## src/rtl/simd_pkg.sv

```systemverilog
package simd_pkg;

  typedef enum logic [1:0] {
    LANE8  = 2'd0,
    LANE16 = 2'd1,
    LANE32 = 2'd2
  } laneMode_e;

  // Strobes handed from the control unit to the datapath.
  typedef struct packed {
    laneMode_e mode;
    logic      sat;
    logic      sgn;
    logic      sub;
    logic      load;
  } ctrlStrobe_t;

endpackage

```

## src/rtl/simd_ctrl.sv

```systemverilog
module simd_ctrl
  import simd_pkg::*;
(
  input  logic        clk,
  input  logic        rstN,
  input  logic        inValid,
  input  logic [1:0]  laneSel,
  input  logic        satEn,
  input  logic        signedEn,
  input  logic        subEn,
  output ctrlStrobe_t ctrl,
  output logic        outValid
);

  laneMode_e modeDec;

  always_comb begin
    unique case (laneSel)
      2'd0:    modeDec = LANE8;
      2'd1:    modeDec = LANE16;
      default: modeDec = LANE32;
    endcase
  end

  always_comb begin
    ctrl.mode = modeDec;
    ctrl.sat  = satEn;
    ctrl.sgn  = signedEn;
    ctrl.sub  = subEn;
    ctrl.load = inValid;
  end

  always_ff @(posedge clk) begin
    if (!rstN) outValid <= 1'b0;
    else       outValid <= inValid;
  end

endmodule

```

## src/rtl/simd_datapath.sv

```systemverilog
module simd_datapath
  import simd_pkg::*;
#(
  parameter int unsigned BYTE_W    = 8,
  parameter int unsigned NUM_BYTES = 8,
  localparam int unsigned DATA_W   = BYTE_W * NUM_BYTES
) (
  input  logic              clk,
  input  logic              rstN,
  input  ctrlStrobe_t       ctrl,
  input  logic [DATA_W-1:0] opA,
  input  logic [DATA_W-1:0] opB,
  output logic [DATA_W-1:0] result,
  output logic [NUM_BYTES-1:0] ovfFlags
);

  localparam int unsigned MSB = BYTE_W - 1;

  logic [NUM_BYTES-1:0] topOvf;   // overflow seen at a byte acting as lane top
  logic [NUM_BYTES-1:0] topUp;    // clamp direction seen at that byte
  logic [NUM_BYTES-1:0] laneOvf;  // overflow of the lane holding each byte
  logic [DATA_W-1:0]    nextRes;

  for (genvar i = 0; i < NUM_BYTES; i++) begin : g_byte
    localparam int unsigned TOP16 = i | 1;
    localparam int unsigned TOP32 = i | 3;

    logic              isStart;
    logic              isTop;
    logic              carryIn;
    logic              carryOut;
    logic [BYTE_W-1:0] aByte;
    logic [BYTE_W-1:0] bByte;
    logic [BYTE_W-1:0] rawByte;
    logic [BYTE_W-1:0] satByte;
    logic              sOvf;
    logic              uOvf;
    logic              laneUp;

    always_comb begin
      unique case (ctrl.mode)
        LANE8:   begin isStart = 1'b1;          isTop = 1'b1;          end
        LANE16:  begin isStart = (i % 2) == 0;  isTop = (i % 2) == 1;  end
        default: begin isStart = (i % 4) == 0;  isTop = (i % 4) == 3;  end
      endcase
    end

    if (i == 0) begin : g_first
      assign carryIn = ctrl.sub;
    end else begin : g_chain
      assign carryIn = isStart ? ctrl.sub : g_byte[i-1].carryOut;
    end

    assign aByte = opA[i*BYTE_W +: BYTE_W];
    assign bByte = ctrl.sub ? ~opB[i*BYTE_W +: BYTE_W] : opB[i*BYTE_W +: BYTE_W];
    assign {carryOut, rawByte} = {1'b0, aByte} + {1'b0, bByte} + {{BYTE_W{1'b0}}, carryIn};

    // Overflow evaluation, meaningful where this byte is a lane top.
    assign sOvf = (aByte[MSB] == bByte[MSB]) && (rawByte[MSB] != aByte[MSB]);
    assign uOvf = carryOut ^ ctrl.sub;
    assign topOvf[i] = ctrl.sgn ? sOvf : uOvf;
    assign topUp[i]  = ctrl.sgn ? ~aByte[MSB] : ~ctrl.sub;

    // Fetch the lane verdict from the lane's top byte.
    always_comb begin
      unique case (ctrl.mode)
        LANE8:   begin laneOvf[i] = topOvf[i];     laneUp = topUp[i];     end
        LANE16:  begin laneOvf[i] = topOvf[TOP16]; laneUp = topUp[TOP16]; end
        default: begin laneOvf[i] = topOvf[TOP32]; laneUp = topUp[TOP32]; end
      endcase
    end

    assign satByte = {(isTop && ctrl.sgn) ? ~laneUp : laneUp, {(BYTE_W-1){laneUp}}};
    assign nextRes[i*BYTE_W +: BYTE_W] = (ctrl.sat && laneOvf[i]) ? satByte : rawByte;
  end

  always_ff @(posedge clk) begin
    if (!rstN) begin
      result   <= '0;
      ovfFlags <= '0;
    end else if (ctrl.load) begin
      result   <= nextRes;
      ovfFlags <= laneOvf;
    end
  end

endmodule

```

## src/rtl/simd_sat_add.sv

```systemverilog
module simd_sat_add
  import simd_pkg::*;
#(
  parameter int unsigned BYTE_W    = 8,
  parameter int unsigned NUM_BYTES = 8,
  localparam int unsigned DATA_W   = BYTE_W * NUM_BYTES
) (
  input  logic                 clk,
  input  logic                 rstN,
  input  logic                 inValid,
  input  logic [1:0]           laneSel,
  input  logic                 satEn,
  input  logic                 signedEn,
  input  logic                 subEn,
  input  logic [DATA_W-1:0]    opA,
  input  logic [DATA_W-1:0]    opB,
  output logic                 outValid,
  output logic [DATA_W-1:0]    result,
  output logic [NUM_BYTES-1:0] ovfFlags
);

  ctrlStrobe_t ctrl;

  simd_ctrl u_ctrl (
    .clk      (clk),
    .rstN     (rstN),
    .inValid  (inValid),
    .laneSel  (laneSel),
    .satEn    (satEn),
    .signedEn (signedEn),
    .subEn    (subEn),
    .ctrl     (ctrl),
    .outValid (outValid)
  );

  simd_datapath #(
    .BYTE_W    (BYTE_W),
    .NUM_BYTES (NUM_BYTES)
  ) u_dp (
    .clk      (clk),
    .rstN     (rstN),
    .ctrl     (ctrl),
    .opA      (opA),
    .opB      (opB),
    .result   (result),
    .ovfFlags (ovfFlags)
  );

endmodule

```

## config.mk

```make
export PLATFORM = sky130hd
export DESIGN_NAME = simd_sat_add
export DESIGN_NICKNAME = d
export VERILOG_FILES = /design/src/rtl/simd_pkg.sv /design/src/rtl/simd_ctrl.sv /design/src/rtl/simd_datapath.sv /design/src/rtl/simd_sat_add.sv
export SDC_FILE = /design/constraint.sdc
export NUM_CORES = 1
export LEC_CHECK = 0
export ABC_AREA = 1
export BUFFER_PORTS_ARGS = -buffer_cell sky130_fd_sc_hd__buf_2
export CAP_MARGIN = 20
export CORE_MARGIN = 2
export CORE_UTILIZATION = 50
export CTS_BUF_LIST = sky130_fd_sc_hd__clkbuf_4 sky130_fd_sc_hd__clkbuf_8
export CTS_CLUSTER_DIAMETER = 50
export DETAILED_ROUTE_END_ITERATION = 8
export GPL_TIMING_DRIVEN = 0
export MAX_ROUTING_LAYER = met4
export PLACE_DENSITY = 0.81
export SYNTH_ARGS = -nofsm -noshare
export SYNTH_HDL_FRONTEND = slang
export SYNTH_HIERARCHICAL = 1
export SYNTH_SLANG_ARGS = --single-unit
```

## constraint.sdc

```tcl
create_clock -name clk -period 18.45 [get_ports clk]
set_input_delay 0 -clock clk [delete_from_list [all_inputs] [get_ports clk]]
set_output_delay 0 -clock clk [all_outputs]
set_load 0.05 [all_outputs]
```

==> out/results.txt <==
status - completed
final setup violation count - 0
Synth cell types - 40
WHS - 0.03302 ns
Nets - 1,495
minimum clock period - 7.017 ns
P per Cell Area - 79.62 mW/mm²
GRT Total Usage - 28.53%
r2r worst-path depth - 4
Die Y - 123.7 µm
TritonCTS Buffers - 9
Avg WL per Cell - 14.34 µm
Crit. End Element - register
clock skew - 0 ns
routed wire length - 21,150 µm
RSZ-0062 raised after global routing - no
Slew @ Worst Pin - 0.6619 ns
hold endpoint - u_dp/result[32]
synth top area cells - dfxtp_1, nand2_1, ha_1, xor2_1, inv_1
CP peak stage delay - 0.52 ns
final hold viol count - 0
DR DRC count - 0
Leak - 4.997 nW
clk_lat worst skew - 0.37 ns
reg2reg end - u_dp/result[63]
1st-iter DRT viols - 501
top cells by count, synth - nand2_1, inv_1, nor2_1, xor2_1, nand3_1
antenna violations before repair - 2
HP Start - opA[32]
Synth top area share - 20.42%
Syn Nets - 1,277
most used cell, CP - nand2_1
CP arrival - 7.29 ns
fin. max-slew vios - 0
Crit Path Max Fanout - 10
synth warn - 6
Crit Path Category - input pin to register
Setup WS pre-CTS - 11.05 ns
syn_area_per_cell - 6.684 µm²
reg2reg start - u_dp/result[63]
Routed Antenna Nets - 0
CTS sink cnt - 73
Storage cell area - 0.001461 mm²
I/O pin total - 209
fin crit share - 38.03%
P&R area growth vs syn - 20.80%
die area - 0.01529 mm²
Core ar. - 0.01393 mm²
sequential area share after synthesis - 20.42%
CP max-delay cell - fa_1
vias - 7,508
CTS tree - built
hold buffer count at CTS - 2
total grt overflow - 0
crit start category - input pin
Bufs on Longest Clock Path - 2
Multi-input gate area - 0.004927 mm²
Setup Buffers After CTS - 0
Fmax - 0.1425 GHz
post-synthesis cell count - 1,071
clock transition at the registers of the reported paths - 0.08 ns
first-pass GRT wire length - 32,910 µm
dominant cell type by area after synthesis - dfxtp_1
Worst Path Required - 18.73 ns
max-cap violation count - 0
post-CTS resize count - 0
fin area - 0.008647 mm²
Post-synth EDFFs - 0
post-route setup TNS - 0 ns
Root Buffer - clkbuf_8
Initial DRT Pass Iterations - 8
H-Tree Depth - 3
PortBufs - 205
Area after DPL - 0.008409 mm²
post-synthesis sequential element count - 73
Syn Std Cell Area - 0.007158 mm²
Rows - 43
Die Width - 123.7 µm
Vias/cell - 5.090
Placer Congestion - 0.9289
DPL Wire Length - 17,130 µm
post-layout worst setup margin - 11.43 ns
hold path depth - 5
Hold Crit Class - input pin to register
share of layout cells above drive strength 1 - 21.73%
headroom to the max-slew limit - 55.87%
Max VDD drop - 45.84 µV
largest net degree at the start of global routing - 13
flop-to-flop setup slack - 17.70 ns
fillcell total - 1,338
top-count cell post-synth - nand2_1
Post-synth top flop - dfxtp_1
Post-synth ARST share - 0%
vias in the first global route - 6,817
Starting Density - 51.37%
## worst max-delay path by stage
stage / start / end / slack [ns] / depth (start not counted)
2_1_floorplan: subEn / u_dp/result[32] / 12.54 / 41
3_3_place_gp: subEn / u_dp/result[55] / 11.16 / 41
3_5_place_dp: subEn / u_dp/result[55] / 11.05 / 41
4_1_cts: subEn / u_dp/result[55] / 11.44 / 41
5_1_grt: subEn / u_dp/result[55] / 10.87 / 41
6_report: subEn / u_dp/result[55] / 11.43 / 41
## power breakdown
part / internal [W] / switching [W] / total (W)
clock: 0.0000769 / 0.0000635 / 0.000140
sequential: 0.000176 / 0.00000948 / 0.000186
combinational: 0.000123 / 0.000240 / 0.000363
total: 0.000376 / 0.000313 / 0.000688
## placed cells by master, fill, tap and decap left out, drive strengths merged
| cell type | n |
|---|---|
| a21boi | 3 |
| a21o | 5 |
| a21oi | 62 |
| a31oi | 11 |
| buf | 227 |
| bufinv | 2 |
| clkbuf | 24 |
| clkinv | 4 |
| clkinvlp | 1 |
| dfxtp | 73 |
| diode | 2 |
| dlygate4sd3 | 2 |
| fa | 14 |
| ha | 56 |
| inv | 157 |
| nand2 | 249 |
| nand3 | 81 |
| nand3b | 3 |
| nand4 | 8 |
| nor2 | 100 |
| o211ai | 19 |
| o21ai | 64 |
| o21bai | 6 |
| o221ai | 7 |
| or2 | 9 |
| xnor2 | 26 |
| xor2 | 80 |
## per-layer routing
layer  GRT usage, %  part of all wire, %  vias up
li1               -                    -     3861
met5              -                    0        -
met2          46.53                   47      220
met4          6.889                  1.2        0
met3          5.449                  6.5       21
met1          36.61                   45     3406
## worst max-delay path, delay by kind of cell
family	cells	cell delay, ns
adders and majority gates	7	2.74
and+or+nand+nor	21	2.30
buffers and inverters	7	1.17
AOI/OAI and AO/OA	5	0.88
xor gates and xnor gates	1	0.20
## layout make-up
cell class	count	area share, %
Antenna cell	2	0.05788
Multi-Input combinational cell	803	56.98
Buffer	36	1.997
Tap cell	180	2.605
Timing Repair Buffer	207	12.10
Clock inverter	5	0.9405
Sequential cell	73	16.90
Inverter	159	6.902
Clock buffer	10	1.519
## metrics by stage
stage                     utilization, %  total power [W]  instances
after floorplan                        -        0.0004593       1071
after global routing               62.05        0.0007391       1475
after global placement             60.35        0.0005420       1456
after detailed placement           60.35        0.0005466       1456
final                              62.05        0.0006884       1475
after CTS                          62.02        0.0006888       1473
## kinds of logic (layout without fill, tap and decap cells)
family          Yosys count  count (layout)  synth area share (%)
fa+ha+maj                70              70                 13.70
flops                    73              73                 20.42
simple gates            450             450                 27.44
compound gates          177             177                 14.72
xor+xnor                106             106                 12.97
buf+inv                 195             417                 10.75
other cells               0               2                     0
## registers in the layout, indices dropped and copies added (netlist names)
register	flops
u_dp/result	64
u_dp/ovfFlags	8
u_ctrl/outValid	1
Note: power is estimated with default switching activity, not from simulation.
